`src/rtl/sched_pkg.sv`:
```
package sched_pkg;
  // strobes handed from the pick logic to the state datapath
  typedef struct packed {
    logic issue;
    logic stall;
  } issue_ctrl_t;
endpackage

```
`src/rtl/sched_pick.sv`:
```
module sched_pick
  import sched_pkg::*;
#(
  parameter int N     = 8,
  parameter int TID_W = 3
) (
  input  logic [N-1:0]     readyQ,
  input  logic [TID_W-1:0] rrPtr,
  output issue_ctrl_t      ctrl,
  output logic [TID_W-1:0] pickTid
);
  localparam int SUM_W = TID_W + 1;

  logic             found;
  logic [SUM_W-1:0] slot;

  // rotating search: first ready context at or after rrPtr
  always_comb begin
    found   = 1'b0;
    pickTid = '0;
    slot    = '0;
    for (int i = 0; i < N; i++) begin
      slot = {1'b0, rrPtr} + SUM_W'(i);
      if (slot >= SUM_W'(N)) slot = slot - SUM_W'(N);
      if (!found && readyQ[slot[TID_W-1:0]]) begin
        found   = 1'b1;
        pickTid = slot[TID_W-1:0];
      end
    end
    ctrl.issue = found;
    ctrl.stall = ~found;
  end
endmodule

```
`src/rtl/sched_state.sv`:
```
module sched_state
  import sched_pkg::*;
#(
  parameter int N     = 8,
  parameter int TID_W = 3
) (
  input  logic             clk,
  input  logic             rstN,
  input  logic [N-1:0]     memReq,
  input  logic [N-1:0]     dataRet,
  input  issue_ctrl_t      ctrl,
  input  logic [TID_W-1:0] pickTid,
  output logic [N-1:0]     readyQ,
  output logic [TID_W-1:0] rrPtr,
  output logic             retErr
);
  localparam logic [TID_W-1:0] LAST = TID_W'(N - 1);

  logic [N-1:0] readyNext;

  // return applied first, then a request blocks again
  always_comb readyNext = (readyQ | dataRet) & ~memReq;

  always_ff @(posedge clk) begin
    if (!rstN) begin
      readyQ <= '1;
      rrPtr  <= '0;
      retErr <= 1'b0;
    end else begin
      readyQ <= readyNext;
      retErr <= |(dataRet & readyQ);
      if (ctrl.issue) rrPtr <= (pickTid == LAST) ? '0 : pickTid + 1'b1;
    end
  end
endmodule

```
`src/rtl/thread_issue_sched.sv`:
```
module thread_issue_sched
  import sched_pkg::*;
#(
  parameter int NUM_THREADS = 8,
  parameter int TID_W       = (NUM_THREADS > 1) ? $clog2(NUM_THREADS) : 1
) (
  input  logic                   clk,
  input  logic                   rstN,
  input  logic [NUM_THREADS-1:0] memReq,
  input  logic [NUM_THREADS-1:0] dataRet,
  output logic [TID_W-1:0]       issueTid,
  output logic                   issueValid,
  output logic                   stall,
  output logic                   retErr
);
  issue_ctrl_t            ctrl;
  logic [NUM_THREADS-1:0] readyQ;
  logic [TID_W-1:0]       rrPtr;

  sched_pick #(.N(NUM_THREADS), .TID_W(TID_W)) u_pick (
    .readyQ (readyQ),
    .rrPtr  (rrPtr),
    .ctrl   (ctrl),
    .pickTid(issueTid)
  );

  sched_state #(.N(NUM_THREADS), .TID_W(TID_W)) u_state (
    .clk    (clk),
    .rstN   (rstN),
    .memReq (memReq),
    .dataRet(dataRet),
    .ctrl   (ctrl),
    .pickTid(issueTid),
    .readyQ (readyQ),
    .rrPtr  (rrPtr),
    .retErr (retErr)
  );

  assign issueValid = ctrl.issue;
  assign stall      = ctrl.stall;
endmodule

```
`config.mk`:
```
export PLATFORM = sky130hd
export DESIGN_NAME = thread_issue_sched
export DESIGN_NICKNAME = d
export VERILOG_FILES = /design/src/rtl/sched_pkg.sv /design/src/rtl/sched_pick.sv /design/src/rtl/sched_state.sv /design/src/rtl/thread_issue_sched.sv
export SDC_FILE = /design/constraint.sdc
export NUM_CORES = 1
export LEC_CHECK = 0
export BUFFER_PORTS_ARGS = -buffer_cell sky130_fd_sc_hd__clkbuf_2
export CORE_AREA = 2 2 56 58
export CTS_CLUSTER_SIZE = 30
export DETAILED_ROUTE_END_ITERATION = 12
export DIE_AREA = 0 0 58 60
export GPL_TIMING_DRIVEN = 1
export PLACE_DENSITY = 0.9
export SLEW_MARGIN = 10
export SYNTH_ARGS = -nofsm -noshare
export SYNTH_HDL_FRONTEND = slang
export SYNTH_SLANG_ARGS = --single-unit
```
`constraint.sdc`:
```
create_clock -name clk -period 9.35 [get_ports clk]
set_input_delay 0.935 -clock clk [delete_from_list [all_inputs] [get_ports clk]]
set_output_delay 0.935 -clock clk [all_outputs]
set_load 0.05 [all_outputs]
```
==> impl_metrics.yaml, run 1 <==
synthesis:
  synth_compound_area_frac: 0.206
  synth_edf_count: 0
  syn_avg_cell_area_sq_um: 9.36
  synthFlopType: "dfxtp_1"
  synth_fp_nets: 193
  netlist_area_sq_mm: 0.00160
  synth.area.mux_share: 0.348
  synthAdderAreaFrac: 0.0313
  synthSimpleGateAreaFrac: 0.142
  ys_seq_area_frac: 0.150
  synth_top_family_by_area: "multiplexers"
  yosysWarnings: 0
  synthDistinctLibCells: 53
  synth.ff_latch_count: 12
  synthXorXnorAreaFrac: 0.0211
  async_flop_share: 0
  syn_inst: 171
cells_and_area:
  fin_area_sq_mm: 0.00168
  fill_cells: 255
  nets: 205
  diodes: 0
  layout-drive-gt1-share: 0.302
  layout-area-overhead-vs-synth_pct: 5.00
  fin_cells: 215
global_route:
  antenna_found_initial: 0
  overflow: 0
  grt_usage: 0.222
  grt_start_max_net_pins: 25
  grt_pass1_vias: 1270
  grt_pass1_wl_mm: 5.91
setup_path:
  reg2reg_depth: 14
  cp.arrival_ns: 4.12
  crit_buf_inv: 2
  crit_family: "flip-flops"
  crit_path_end_kind: "output port"
  worst_path_max_delay_cell: "dfxtp_1"
  critPathKind: "flip-flop to output port"
  cp.required_ns: 8.42
  cp_max_fo: 17
  path_depth: 10
  critical-path-max-stage-delay_ns: 0.82
  cp-start-kind: "flip-flop"
  path_cells: "inv_1, ha_1, mux4_2, mux2i_1, a32oi_1, nor2_4, nand2_2, or3_1, a21oi_1, clkbuf_2"
drt:
  ant_nets: 0
  routed_wirelength_mm: 3.60
  vias_per_cell: 6.47
  drtPass1Iterations: 4
  vias: 1391
  drcViolationCount: 0
  wire_per_inst_microns: 16.7
  drt_iter0_drc: 81
power_and_ir_drop:
  p_per_area_mw_per_mm2: 319
  ir_worst_vdd_mv: 0.189
  p_leak_nw: 0.664
  p_total_mw: 0.536
clock_tree:
  clockRootBuffer: "clkbuf_4"
  cts_tree: "done"
  insertion_delay_ns: 0.28
  ctsHoldBuffers: 0
  cts_inserted_buffers: 3
  clockBufferDepth: 2
  postCtsSetupBuffers: 0
  clkTransAtPathRegs_ns: 0.08
  cts_max_level: 1
  clock_sinks: 12
  cts_resized: 0
timing:
  fmax_ghz: 0.198
  rsz0062_at_grt: "false"
  hold_viol: 0
  slew_violations: 0
  setup_viol: 0
  setup_tns_ns: 0
  worst_pin_slew_ns: 0.872
  period_minus_slack_ns: 5.06
  fin_crit_sh: 0.541
  finClkSkew_ns: 0.00640
  maxSlewHeadroom: 0.418
worst_hold_path:
  hold_path_class: "flip-flop to flip-flop"
  hold_depth: 2
place:
  place_hpwl_mm: 2.68
  place_area_sq_mm: 0.00164
  placed_cells: 211
  port_buffers: 23
  gp_congestion: 0.939
floorplanning:
  start_util: 0.551
  ios: 24
  rows: 20
  core_sq_mm: 0.00290
  die_w_microns: 58
  die_area_sq_mm: 0.00348
  die_h_microns: 60
run_status:
  status: "complete, no violations"
flow_run:
  maxCapViolations: 0
worst paths after layout:
check | endpoint | slack (ns) | from
min | u_state.readyQ[7] | 0.64 | u_state.readyQ[7]
min reg2reg | u_state.readyQ[7] | 0.64 | u_state.readyQ[7]
max reg2reg | u_state.rrPtr[0] | 5.14 | u_state.rrPtr[1]
max | issueTid[2] | 4.29 | u_state.rrPtr[1]
sequential cells by signal, summed over array words and instances (netlist names):
| signal | count |
|---|---|
| u_state.retErr | 1 |
| u_state.rrPtr | 3 |
| u_state.readyQ | 8 |
logic make-up after synthesis:
group / after synthesis
AO/OA/AOI/OAI: 45
XOR/XNOR: 3
adder cells (fa/ha/maj): 4
buffers and inverters: 28
flip-flops: 12
multiplexers: 35
AND/OR/NAND/NOR: 44
cells in the mapped netlist (3+ instances only):
cell type	instances	area, sq um
mux2i_1	13	130
a22oi_1	4	30.0
mux2_2	6	67.6
dfxtp_1	12	240
inv_1	11	41.3
o21ai_0	13	65.1
nor2_1	16	60.1
nor2b_1	3	18.8
nor3_1	6	30.0
nand2_1	5	18.8
or3_1	3	18.8
buf_4	4	30.0
buf_2	5	25.0
ha_1	4	50.1
a21oi_1	7	35.0
mux4_2	11	248
clkbuf_1	4	15.0
worst register-to-register path, stage by stage, from the launching register on:
cell,delay (ns)
dfxtp_1,0.82
inv_1,0.20
ha_1,0.73
mux4_2,0.58
mux2i_1,0.14
a32oi_1,0.17
nor2_4,0.27
a21oi_1,0.06
o41ai_1,0.26
a21oi_1,0.15
ha_1,0.22
ha_1,0.18
nor2_1,0.14
o2bb2ai_1,0.12
a31o_1,0.12
layer usage:
metal	up-vias	wire [microns]	GRT usage
met5	-	0	0
met4	0	67	0.0797
met3	8	170	0.0152
met2	52	1820	0.380
met1	653	1540	0.297
li1	678	-	-
area by class of cell:
cell class	count	area (sq um)	share of cell area
inverters	11	41.3	0.0246
multi-input cells	131	1200	0.713
repair buffers	24	123	0.0730
well taps	33	41.3	0.0246
flip-flops and latches	12	240	0.143
clock buffers	4	36.3	0.0216
metrics by stage:
stage | hold WS, ns | util | worst slack (ns)
final | 0.642 | 0.579 | 4.29
after global routing | 0.702 | 0.579 | 3.96
after CTS | 0.643 | 0.579 | 4.26
after detailed placement | 0.633 | 0.566 | 4.60
after global placement | 0.604 | 0.566 | 4.71
after floorplan | 0.547 | - | 5.05
report_power, final:
| part | total (mW) | internal, mW | switching (mW) | leakage (nW) |
|---|---|---|---|---|
| clock network | 0.0417 | 0.0237 | 0.0180 | 0.0210 |
| logic | 0.412 | 0.178 | 0.233 | 0.543 |
| registers | 0.0824 | 0.0587 | 0.0237 | 0.100 |
placed cells by master (no fill, tap or decap), drive strengths merged, types with 2 or more instances in the layout:
cell type,instances
clkbuf,27
nor2,17
mux2i,16
o21ai,13
mux4,13
dfxtp,12
inv,11
a21oi,7
mux2,6
nor3,6
nand2,6
a22oi,4
ha,4
nor2b,3
or3,3
nand4,3
a221oi,3
xnor2,2
a211oi,2
o31ai,2
nand3,2
o22ai,2
Power figures use the tool's default switching activity.
==> inputs of run 2 (changes only) <==
==> constraint.sdc (replaced) <==
create_clock -name clk -period 4.7 [get_ports clk]
set_input_delay 0.47 -clock clk [delete_from_list [all_inputs] [get_ports clk]]
set_output_delay 0.47 -clock clk [all_outputs]
set_load 0.05 [all_outputs]
==> run 2 against run 1 <==
Via count up 3.2%. Clock skew shrank 0.0044 ns. Sequential power up 77%. Global-route usage grew 1.0 points. Routed wire length up 6.3%. Combinational power up 110%. Core utilization increased by 0.26 points. Critical path type unchanged.
==> impl_metrics.yaml, run 2 (synthesized netlist as in run 1, its figures left out) <==
run_status:
  status: "complete, no violations"
global_route:
  grt_pass1_vias: 1288
  grt_pass1_wl_mm: 6.18
  grt_start_max_net_pins: 24
  antenna_found_initial: 0
  grt_usage: 0.233
  overflow: 0
place:
  placed_cells: 212
  gp_congestion: 0.879
  place_hpwl_mm: 2.82
  place_area_sq_mm: 0.00165
  port_buffers: 23
power_and_ir_drop:
  ir_worst_vdd_mv: 0.399
  p_leak_nw: 0.670
  p_per_area_mw_per_mm2: 642
  p_total_mw: 1.08
setup_path:
  r2r_start: "u_state.rrPtr[0]"
  cp.required_ns: 4.23
  cp-start-kind: "flip-flop"
  startpoint: "u_state.rrPtr[0]"
  worst_path_max_delay_cell: "ha_1"
  path_cells: "inv_1, ha_1, mux4_2, mux2i_1, a32oi_1, nor2_4, nand2_2, or3_1, a21oi_1, clkbuf_2"
  crit_family: "multiplexers"
  cp_max_fo: 17
  crit_buf_inv: 2
  critPathKind: "flip-flop to output port"
  crit_path_end_kind: "output port"
  cp.arrival_ns: 3.51
  critical-path-max-stage-delay_ns: 0.72
cells_and_area:
  fin_area_sq_mm: 0.00169
  diodes: 0
  final_common_cell: "clkbuf_2"
  largest_reg_flops: 8
  layout-area-overhead-vs-synth_pct: 5.47
  layout_common_cells: "clkbuf_2, nor2_1, mux2i_1, o21ai_0, dfxtp_1"
  regMostFlops: "u_state.readyQ"
  nets: 206
  layout-drive-gt1-share: 0.306
  ff_latch_area_sq_um: 240
  multiInputGateArea_sq_mm: 0.00120
  fin_cells: 216
  fill_cells: 255
  largestRegisters: "u_state.readyQ (8), u_state.rrPtr (3), u_state.retErr (1)"
flow_run:
  maxCapViolations: 0
clock_tree:
  insertion_delay_ns: 0.26
  cts_inserted_buffers: 3
  cts_max_level: 1
  postCtsSetupBuffers: 0
  clkTransAtPathRegs_ns: 0.08
  clockRootBuffer: "clkbuf_4"
  clock_sinks: 12
  ctsHoldBuffers: 0
  cts_tree: "done"
  clockBufferDepth: 2
  cts_resized: 0
timing:
  fin_hold_ws_ns: 0.385
  setup_tns_ns: 0
  rsz0062_at_grt: "false"
  period_minus_slack_ns: 3.98
  slew_violations: 0
  fin_crit_sh: 0.847
  worst_pin_slew_ns: 0.875
  finClkSkew_ns: 0.00200
  maxSlewHeadroom: 0.416
  fmax_ghz: 0.251
  hold_viol: 0
  setup_viol: 0
drt:
  drtPass1Iterations: 4
  drt_iter0_drc: 46
  routed_wirelength_mm: 3.82
  drcViolationCount: 0
  wire_per_inst_microns: 17.7
  ant_nets: 0
  vias_per_cell: 6.65
  vias: 1436
floorplanning:
  start_util: 0.551
  die_area_sq_mm: 0.00348
  rows: 20
  core_sq_mm: 0.00290
  ios: 24
  die_h_microns: 60
  die_w_microns: 58
worst_hold_path:
  hp-start: "memReq[3]"
  hold_path_class: "primary input to flip-flop"
## run 2: cell count changes in the layout (fill, tap and decap cells not counted), sizes merged
cell / change
buf: +1
## run 2: final timing paths
kind         cells past startpoint                end  slack, ns
max                             10        issueTid[2]       0.72
min reg2reg                      2  u_state.readyQ[2]       0.65
max reg2reg                     14   u_state.rrPtr[0]       0.95
min                              2  u_state.readyQ[3]       0.38
## run 2: worst reg2reg max path, delay by kind of cell, from the launching register on
kind                       cells  cell delay, ns
and+or+nand+nor                2            0.43
AOI/OAI and AO/OA              6            0.98
DFF                            1            0.33
buffers and inverters          1            0.08
adders and majority gates      3            1.14
muxes                          2            0.74
## run 2: final cells by class
| class | instances | area share |
|---|---|---|
| clock buffer | 4 | 0.0215 |
| inverter | 11 | 0.0245 |
| multi-input combinational | 131 | 0.710 |
| sequential | 12 | 0.142 |
| tap | 33 | 0.0245 |
| timing repair buffer | 25 | 0.0771 |
## run 2: metrics by stage
step / setup slack [ns] / util
after floorplan: 0.598 / -
after global placement: 1.12 / 0.569
after detailed placement: 0.990 / 0.569
after CTS: 0.732 / 0.581
after global routing: 0.468 / 0.581
final: 0.720 / 0.581
## run 2: layer usage
metal,vias up,share of wire,track usage
met5,-,0,0
met4,0,0.013,0.0831
met3,6,0.046,0.0173
met2,62,0.53,0.406
met1,686,0.41,0.304
li1,682,-,-
## run 2: power by group
group | switching [mW] | internal (mW) | total, mW | leakage, nW
combinational | 0.498 | 0.359 | 0.857 | 0.548
sequential | 0.0288 | 0.117 | 0.146 | 0.100
clock | 0.0346 | 0.0470 | 0.0816 | 0.0210
total | 0.561 | 0.523 | 1.08 | 0.670
